===== config.mk =====
export PLATFORM = sky130hd
export DESIGN_NAME = stream_aligner
export DESIGN_NICKNAME = d
export VERILOG_FILES = /design/src/rtl/salign_pkg.sv /design/src/rtl/frame_collect.sv /design/src/rtl/align_ctrl.sv /design/src/rtl/stream_aligner.sv
export SDC_FILE = /design/constraint.sdc
export NUM_CORES = 1
export LEC_CHECK = 0
export BUFFER_PORTS_ARGS = -buffer_cell sky130_fd_sc_hd__buf_2
export CAP_MARGIN = 20
export CORE_ASPECT_RATIO = 0.8
export CORE_UTILIZATION = 30
export CTS_CLUSTER_DIAMETER = 60
export DETAILED_ROUTE_END_ITERATION = 8
export GPL_TIMING_DRIVEN = 0
export SLEW_MARGIN = 5
export SYNTH_ARGS = -nofsm -noshare
export SYNTH_HDL_FRONTEND = slang
export SYNTH_SLANG_ARGS = --single-unit

===== constraint.sdc =====
create_clock -name clk -period 6.5 [get_ports clk]
set_clock_uncertainty 0.2 [all_clocks]
set_input_delay 0.325 -clock clk [delete_from_list [all_inputs] [get_ports clk]]
set_output_delay 0.325 -clock clk [all_outputs]
set_load 0.1 [all_outputs]

===== src/rtl/salign_pkg.sv =====
// Package: shared types and the counter lag function for the stream aligner.
// Assumes the embedded sample number is exactly 32 bits wide.
package salign_pkg;

    localparam int CNT_W = 32;

    // Outcome of comparing the two held frames.
    typedef enum logic [1:0] {
        DEC_WAIT   = 2'd0,
        DEC_EMIT   = 2'd1,
        DEC_DROP_M = 2'd2,
        DEC_DROP_S = 2'd3
    } dec_e;

    // Signed modulo-2^32 distance of a ahead of b.
    function automatic logic signed [CNT_W-1:0] lag_of(input logic [CNT_W-1:0] a,
                                                      input logic [CNT_W-1:0] b);
        return signed'(a - b);
    endfunction

endpackage


===== src/rtl/frame_collect.sv =====
// Module: frame_collect
// Gathers NCH input words into a frame register. It then refuses further
// input until the controller releases the frame, either after emitting it
// or by discarding it. Assumes NCH >= 2 and that release only arrives while
// the frame is full.
module frame_collect #(
    parameter int W   = 16,
    parameter int NCH = 3
) (
    input  logic                      clk,
    input  logic                      rst_n,
    input  logic                      in_valid,
    output logic                      in_ready,
    input  logic [W-1:0]              in_i,
    input  logic [W-1:0]              in_q,
    input  logic                      release_i,
    output logic                      full_o,
    output logic [NCH-1:0][2*W-1:0]   frame_o
);
    localparam int IDX_W = (NCH > 1) ? $clog2(NCH) : 1;
    localparam logic [IDX_W-1:0] LAST = IDX_W'(NCH - 1);

    logic [IDX_W-1:0]            idx_q;
    logic                        full_q;
    logic                        take;
    logic [NCH-1:0][2*W-1:0]     frame_q;

    assign in_ready = !full_q;
    assign take     = in_valid && !full_q;
    assign full_o   = full_q;
    assign frame_o  = frame_q;

    // Word position and frame-complete flag.
    always_ff @(posedge clk) begin
        if (!rst_n) begin
            idx_q  <= '0;
            full_q <= 1'b0;
        end else if (full_q) begin
            if (release_i) begin
                full_q <= 1'b0;
                idx_q  <= '0;
            end
        end else if (take) begin
            if (idx_q == LAST) begin
                full_q <= 1'b1;
                idx_q  <= '0;
            end else begin
                idx_q <= idx_q + 1'b1;
            end
        end
    end

    // One storage slot per word position.
    for (genvar g = 0; g < NCH; g++) begin : g_slot
        // Capture the accepted word into its slot.
        always_ff @(posedge clk) begin
            if (take && (idx_q == IDX_W'(g))) begin
                frame_q[g] <= {in_i, in_q};
            end
        end
    end

endmodule


===== src/rtl/align_ctrl.sv =====
// Module: align_ctrl
// Compares the two held sample numbers, discards the lagging frame or
// steps through a matched pair one word per joint transfer, and keeps the
// aligned flag. Assumes both full inputs come from frame_collect instances.
module align_ctrl
    import salign_pkg::*;
#(
    parameter int NCH = 3
) (
    input  logic                          clk,
    input  logic                          rst_n,
    input  logic                          m_full,
    input  logic                          s_full,
    input  logic [CNT_W-1:0]              m_cnt,
    input  logic [CNT_W-1:0]              s_cnt,
    input  logic                          m_out_ready,
    input  logic                          s_out_ready,
    output logic                          m_out_valid,
    output logic                          s_out_valid,
    output logic                          m_release,
    output logic                          s_release,
    output logic [$clog2(NCH)-1:0]        word_idx,
    output logic                          aligned_o,
    output dec_e                          dec_o
);
    localparam int IDX_W = $clog2(NCH);
    localparam logic [IDX_W-1:0] LAST = IDX_W'(NCH - 1);

    dec_e                    dec;
    logic signed [CNT_W-1:0] lag;
    logic                    xfer;
    logic                    last_word;
    logic [IDX_W-1:0]        idx_q;
    logic                    aligned_q;

    assign lag = lag_of(m_cnt, s_cnt);

    // Choose between waiting, emitting and discarding one side.
    always_comb begin
        if (!(m_full && s_full))  dec = DEC_WAIT;
        else if (lag == '0)       dec = DEC_EMIT;
        else if (lag < 0)         dec = DEC_DROP_M;
        else                      dec = DEC_DROP_S;
    end

    assign xfer        = (dec == DEC_EMIT) && m_out_ready && s_out_ready;
    assign last_word   = (idx_q == LAST);
    assign m_out_valid = (dec == DEC_EMIT) && s_out_ready;
    assign s_out_valid = (dec == DEC_EMIT) && m_out_ready;
    assign m_release   = (dec == DEC_DROP_M) || (xfer && last_word);
    assign s_release   = (dec == DEC_DROP_S) || (xfer && last_word);
    assign word_idx    = idx_q;
    assign aligned_o   = aligned_q;
    assign dec_o       = dec;

    // Output word position within the matched pair.
    always_ff @(posedge clk) begin
        if (!rst_n)          idx_q <= '0;
        else if (xfer)       idx_q <= last_word ? '0 : idx_q + 1'b1;
    end

    // Aligned status: set on a match, cleared on a discard.
    always_ff @(posedge clk) begin
        if (!rst_n)                                          aligned_q <= 1'b0;
        else if (dec == DEC_EMIT)                            aligned_q <= 1'b1;
        else if (dec == DEC_DROP_M || dec == DEC_DROP_S)     aligned_q <= 1'b0;
    end

endmodule


===== src/rtl/stream_aligner.sv =====
// Module: stream_aligner (top)
// Aligns a master and a slave stream of complex words by the sample number
// carried in word 0 of every frame. The lagging side's frames are discarded
// until the numbers agree, then matched pairs go out in lock-step.
// Assumes W = 16 (a 32-bit counter split over I and Q) and NCH >= 2.
module stream_aligner
    import salign_pkg::*;
#(
    parameter int W   = 16,
    parameter int NCH = 3
) (
    input  logic          clk,
    input  logic          rst_n,
    input  logic          mst_in_valid,
    output logic          mst_in_ready,
    input  logic [W-1:0]  mst_in_i,
    input  logic [W-1:0]  mst_in_q,
    input  logic          slv_in_valid,
    output logic          slv_in_ready,
    input  logic [W-1:0]  slv_in_i,
    input  logic [W-1:0]  slv_in_q,
    output logic          mst_out_valid,
    input  logic          mst_out_ready,
    output logic [W-1:0]  mst_out_i,
    output logic [W-1:0]  mst_out_q,
    output logic          slv_out_valid,
    input  logic          slv_out_ready,
    output logic [W-1:0]  slv_out_i,
    output logic [W-1:0]  slv_out_q,
    output logic          aligned
);
    localparam int IDX_W = $clog2(NCH);

    logic                      m_full, s_full, m_rel, s_rel;
    logic [NCH-1:0][2*W-1:0]   m_frame, s_frame;
    logic [IDX_W-1:0]          word_idx;
    dec_e                      dec;

    frame_collect #(.W(W), .NCH(NCH)) u_mcol (
        .clk(clk), .rst_n(rst_n),
        .in_valid(mst_in_valid), .in_ready(mst_in_ready),
        .in_i(mst_in_i), .in_q(mst_in_q),
        .release_i(m_rel), .full_o(m_full), .frame_o(m_frame)
    );

    frame_collect #(.W(W), .NCH(NCH)) u_scol (
        .clk(clk), .rst_n(rst_n),
        .in_valid(slv_in_valid), .in_ready(slv_in_ready),
        .in_i(slv_in_i), .in_q(slv_in_q),
        .release_i(s_rel), .full_o(s_full), .frame_o(s_frame)
    );

    align_ctrl #(.NCH(NCH)) u_ctrl (
        .clk(clk), .rst_n(rst_n),
        .m_full(m_full), .s_full(s_full),
        .m_cnt(CNT_W'(m_frame[0])), .s_cnt(CNT_W'(s_frame[0])),
        .m_out_ready(mst_out_ready), .s_out_ready(slv_out_ready),
        .m_out_valid(mst_out_valid), .s_out_valid(slv_out_valid),
        .m_release(m_rel), .s_release(s_rel),
        .word_idx(word_idx), .aligned_o(aligned), .dec_o(dec)
    );

    // Present the current word of each held frame.
    always_comb begin
        {mst_out_i, mst_out_q} = m_frame[word_idx];
        {slv_out_i, slv_out_q} = s_frame[word_idx];
    end

endmodule


; Yosys cells after proc, flatten, opt, wreduce, memory -nomap -nowiden
; Cells that the tools add are included.
[op_classes]
addsub = 4
order_cmp = 2
eq_ne = 10
n_mux = 26
reduce_logical = 26
[op_table]
columns = operator, count
row1 = binary-select mux 32 bit (select 2 bit), 2
row2 = two-way mux 32 bit, 2
row3 = logical NOT 32 bit, 1
row4 = "less-than comparator 32 x 1 -> 1 bit, second input constant", 1
row5 = subtractor 32 bit, 1
row6 = two-way mux 2 bit, 11
row7 = logical AND 1 bit, 13
row8 = two-way mux 1 bit, 11
row9 = "== test 2 bit, second input constant", 5
row10 = "adder 2 x 1 -> 2 bit, second input constant", 3
row11 = "== test 2 x 1 -> 1 bit, second input constant", 3
row12 = nonzero test 2 bit, 3
row13 = logical NOT 2 bit, 2
row14 = "inequality test 2 bit, second input constant", 2
row15 = AND reduction 2 bit, 2
row16 = logical OR 1 bit, 3
row17 = "less-than comparator 2 x 3 -> 1 bit, second input constant", 1
row18 = logical NOT 1 bit, 2
[word_totals]
regBits = 201
input_bits = 70
out_inout_bits = 69

; Logic depth before layout (Yosys ltp)
[depth]
ltp_word = 12
mapped_depth = 13

; Hierarchy
; A second synthesis with hierarchy kept.
[unflattened]
hier_cells = 776
area_unflattened_um2 = 10176.0
[by_module_without_submodules]
columns = mod, instances, cells_per_inst, area_each_um2, seq_area_each_um2
row1 = frame_collect, 2, 110, 3036.7, 2942.8
row2 = align_ctrl, 1, 406, 2691.3, 60.1
row3 = stream_aligner, 1, 150, 1411.4, 0.0

; Least setup slack after synthesis
; Ideal clock, no wire load.
[synth_timing]
path_type = register to register
start = register u_scol.full_q (netlist: u_scol.full_o)
end = register u_scol.idx_q[0]
setup_time_ns = 0.074
arrival_ns = 4.520
required_time_ns = 6.226
setup_slack_ns = 1.706
stages_incl_launch_ff = 5
path_buffers = 1
cell_sequence = dfxtp_1 clkbuf_1 nor4b_1 a22oi_1 nand2_1
[synth_between]
elab_chain_cells = 9
word_cells_on_any_way = 14
cone_classes = 3 x eq/ne / 2 x mux / 9 x reduce/logical
[synth_rtl]
columns = element, line_no
row1 = start: declaration, frame_collect.sv:24  ; logic full_q;
row2 = start signal: assignment, frame_collect.sv:37  ; full_q <= 1'b0;
row3 = start signal: assignment, frame_collect.sv:40  ; full_q <= 1'b0;
row4 = start signal: assignment, frame_collect.sv:45  ; full_q <= 1'b1;
row5 = logical AND 1 bit, align_ctrl.sv:40  ; if (!(m_full && s_full)) dec = DEC_WAIT;
row6 = two-way mux 2 bit, align_ctrl.sv:40
row7 = == test 2 x 1 -> 1 bit, align_ctrl.sv:46  ; assign xfer = (dec == DEC_EMIT) && m_out_ready && s_out_ready;
row8 = logical AND 1 bit (2 in series), align_ctrl.sv:46
row9 = logical AND 1 bit, align_ctrl.sv:51  ; assign s_release = (dec == DEC_DROP_S) || (xfer && last_word);
row10 = logical OR 1 bit, align_ctrl.sv:51
row11 = inequality test 2 bit (no source line), -
row12 = AND reduction 2 bit (no source line), -
row13 = end signal: assignment, frame_collect.sv:48  ; idx_q <= idx_q + 1'b1;
row14 = end: declaration, frame_collect.sv:23  ; logic [IDX_W-1:0] idx_q;
; Several ways; a longest one is shown, not always the timed one.
; A chain may end at the register's enable or synchronous reset.

; Final worst setup path
[layout_timing]
start = register u_mcol.frame_q (netlist bit u_mcol.frame_o[14])
end = output port mst_out_valid
[layout_between]
elab_chain_cells = 7
word_cells_on_any_way = 8
cone_classes = 1 x add/sub / 1 x order compare / 1 x eq/ne / 3 x mux / 2 x reduce/logical
[layout_rtl]
columns = element, line_no
row1 = start: declaration, frame_collect.sv:26  ; logic [NCH-1:0][2*W-1:0] frame_q;
row2 = start signal: indexed assignment, frame_collect.sv:58  ; frame_q[g] <= {in_i, in_q};
row3 = subtractor 32 bit *, salign_pkg.sv:18  ; return signed'(a - b);
row4 = less-than comparator 32 x 1 -> 1 bit, align_ctrl.sv:42  ; else if (lag < 0) dec = DEC_DROP_M;
row5 = two-way mux 1 bit, align_ctrl.sv:42
row6 = two-way mux 2 bit *, align_ctrl.sv:41  ; else if (lag == '0) dec = DEC_EMIT;
row7 = two-way mux 2 bit *, align_ctrl.sv:40
row8 = == test 2 x 1 -> 1 bit *, align_ctrl.sv:48  ; assign m_out_valid = (dec == DEC_EMIT) && s_out_ready;
row9 = logical AND 1 bit *, align_ctrl.sv:48
row10 = end: declaration, stream_aligner.sv:22  ; output logic mst_out_valid,
; Mark *: on every way between the ends. The rest lies on a longest branch, timed or not.

==> summary.md <==
| Metric | Value |
|---|---|
| Outcome | `complete, no violations` |
| CP max-delay cell | `a21oi_1` |
| Routed len/inst | `about 19 µm` |
| Die W | `approximately 210 µm` |
| Layout cell share with drive strength beyond 1 | `0.198` |
| RSZ-0062 raised after global routing | `no` |
| Max-slew violations | `0` |
| Sequential power share | `0.415` |
| IR drop worst, VDD | `around 0.00026 V` |
| Sw frac | `0.321` |
| Fin cells | `around 1600` |
| Worst setup path category | `register to output port` |
| Sequential-to-total area share from yosys stat | `0.580` |
| Mapped Avg Cell Area | `~12 µm²` |
| Fraction of registers with async set/reset | `0` |
| Vias in the first global route | `between 7000 and 8000` |
| Vias per std cell | `approximately 5` |
| Via count | `8119` |
| TritonCTS clock tree | `done` |
| Critical Path, Cell by Cell | `ha_1 -> buf_2 -> a21oi_1 -> o21ai_1 -> a21oi_1 -> a2bb2oi_1 -> nand4_1 -> or4_1 -> nor4_1 -> and4b_1 -> nand3_1 -> nor2_1 -> buf_2` |
| Die Y | `between 150 and 200 µm` |
| Setup TNS Final | `0 ns` |
| Post-Place Cells | `1479` |
| GR Util All Layers | `0.175` |
| Clock latency on the worst-skew pair | `roughly 0.53 ns` |
| Final wirelength | `30.9 mm` |
| Yosys top cell area share | `0.563` |
| Yosys cell types | `69` |
| CP Capture Type | `output port` |
| Fin. Hold Viols | `0` |
| Logic pwr share | `0.227` |
| Drc violations | `0` |
| Post-synth EDFFs | `between 150 and 200` |
| Die area | `0.0349 mm²` |
| Clk slew on worst S/H paths | `0.06 ns` |
| GRT overflow | `0` |
| Fin crit share | `0.807` |
| Max transition margin | `0.327` |
| Clk network pwr share | `0.358` |
| N_diodes | `0` |
| FILL cells | `3276` |
| Largest net degree at the start of global routing | `21` |
| CP required | `~6.0 ns` |
| Fmax | `roughly 0.19 GHz` |
| RePlAce Congestion | `around 0.9` |
| Synthesized area | `about 0.01 mm²` |
| Clock tree sinks | `roughly 200` |
| Syn_nets | `990` |
| Net Sw Power | `about 1.2 mW` |
| P_int | `2.49 mW` |
| Commonest non-fill, non-tap cell in the layout | `edfxtp_1` |
| Detail Route Antenna Nets | `0` |
| Worst-Margin Slew | `approximately 1.0 ns` |
| Starting density of the core | `0.305` |
| Syn Inst Count | `around 890` |
| Post-DP HPWL | `between 20 and 25 mm` |
| Clock buffer count from CTS | `25` |
| Port-buffer cells | `138` |
| Crit start category | `register` |
| First-pass GRT wire length | `approximately 47 mm` |
| Num rows | `60` |
| Most frequent cells in the layout | `192 x edfxtp_1, 151 x buf_2, 110 x nand2_1` |
| # IOs | `~140` |
| Max-cap violations | `0` |
| Period minus WS final | `5.25 ns` |
| Fin nets | `~1200` |
| FF+latch count, synth | `~200` |
| Clk buf depth | `3` |
| Reg2reg setup slack | `2.44 ns` |
| Area contributors post-synth | `edfxtp_1 56%, mux2i_1 7.0%, o21ai_0 4.3%, nand2_1 4.0%, ha_1 3.8%` |
| Min-Delay Path Class | `input port to register` |
| Top FF cell, synth | `edfxtp_1` |
| # setup viols final | `0` |
| DR iter-0 viols | `around 540` |
| Synth Warn # | `0` |
| Initial antenna violation count | `0` |
| Largest area contributor in the netlist | `edfxtp_1` |
| Post-cts resize count | `0` |
| Critical path data arrival time | `around 4.7 ns` |
| Power Density | `278 mW/mm²` |
| Core Region | `between 0.03 and 0.04 mm²` |
| Max FO, Critical Path | `8` |
| H-tree Lvls | `1` |
| TritonRoute pass-1 iters | `5` |
| Root Buffer | `clkbuf_16` |
| Postcts setup bufs | `0` |
| Area growth syn-to-layout | `28.5%` |
| Delay of the slowest critical-path stage | `0.60 ns` |
| Pleak | `roughly 4.7 nW` |
-- per-layer routing --
metal	part of all wire	track usage	wire length, µm
met5	0	0	0
met4	0.020	0.0387	602
met3	0.057	0.0279	1750
met2	0.42	0.262	12900
met1	0.50	0.263	15600
-- through the flow --
step	power, mW	setup slack (ns)	util	hold slack, ns	cell area (µm²)
after global routing	3.82	1.00	0.391	0.0167	13200
after detailed placement	2.34	1.90	0.349	0.271	11700
after global placement	2.32	-2.01	0.341	0.281	11500
final	3.66	1.25	0.391	0.0234	13200
after CTS	3.69	1.32	0.391	0.00469	13200
after floorplan	2.11	1.71	-	0.224	10200
-- cell families after synthesis --
group / share of synthesized area
XOR/XNOR: 0.00769
adder cells (fa/ha/maj): 0.0379
flip-flops: 0.580
AO/OA/AOI/OAI: 0.144
AND/OR/NAND/NOR: 0.127
multiplexers: 0.0703
buffers and inverters: 0.0331
-- cell type report --
class                           count  area (µm²)  area share
Buffer                             43         185      0.0141
Clock buffer                       30         644      0.0489
Clock inverter                     15         133      0.0101
Inverter                           41         154      0.0117
Multi-Input combinational cell    604        4010       0.304
Sequential cell                   201        5950       0.452
Tap cell                          434         543      0.0413
Timing Repair Buffer              222        1550       0.118
-- cells in the mapped netlist (all sizes together) (7+ instances only) --
cell	n
edfxtp	192
nand2	110
o21ai	99
mux2i	72
a21oi	44
inv	41
ha	31
nor2	30
clkbuf	23
buf	20
nand4	18
nand3	16
nor3	15
a211oi	12
a21o	11
dfxtp	9
and2	8
and3	8
nand2b	8
nor2b	7
nor4	7
-- worst max-delay path, delay by kind of cell (launching register included) --
family / cells / cell delay, ns
buffers and inverters: 2 / 0.60
AOI/OAI and AO/OA: 4 / 1.28
DFF: 1 / 0.42
and+or+nand+nor: 6 / 1.59
adders and majority gates: 1 / 0.30
-- timing repair --
action                                  CTS  global route
hold buffers                             66             0
endpoints found under the setup margin    0             0
hold endpoints to repair                196             0
-- state kept, by name, indices dropped and copies added, names as in the netlist --
signal,cells
u_mcol.frame_o,96
u_scol.frame_o,96
u_ctrl.word_idx,2
u_mcol.idx_q,2
u_scol.idx_q,2
u_ctrl.aligned_o,1
u_mcol.full_o,1
u_scol.full_o,1
-- worst paths after layout --
kind,start,to,cells past startpoint
worst max-delay path,u_mcol.frame_o[14],mst_out_valid,13
worst max register to register,u_scol.frame_o[21],u_ctrl.word_idx[1],13
worst min register to register,u_ctrl.aligned_o,u_ctrl.aligned_o,2
worst min-delay path,slv_in_valid,u_scol.idx_q[0],4
-- power by group through the flow --
| stage | Combinational (mW) | Clock (mW) | Sequential, mW |
|---|---|---|---|
| 5_1_grt | 0.893 | 1.40 | 1.52 |
| 6_report | 0.832 | 1.31 | 1.52 |
| 2_1_floorplan | 0.570 | 0 | 1.54 |
| 3_3_place_gp | 0.769 | 0 | 1.55 |
| 3_5_place_dp | 0.790 | 0 | 1.55 |
| 4_1_cts | 0.825 | 1.35 | 1.52 |
No activity file was read; power rests on OpenSTA's default activity.
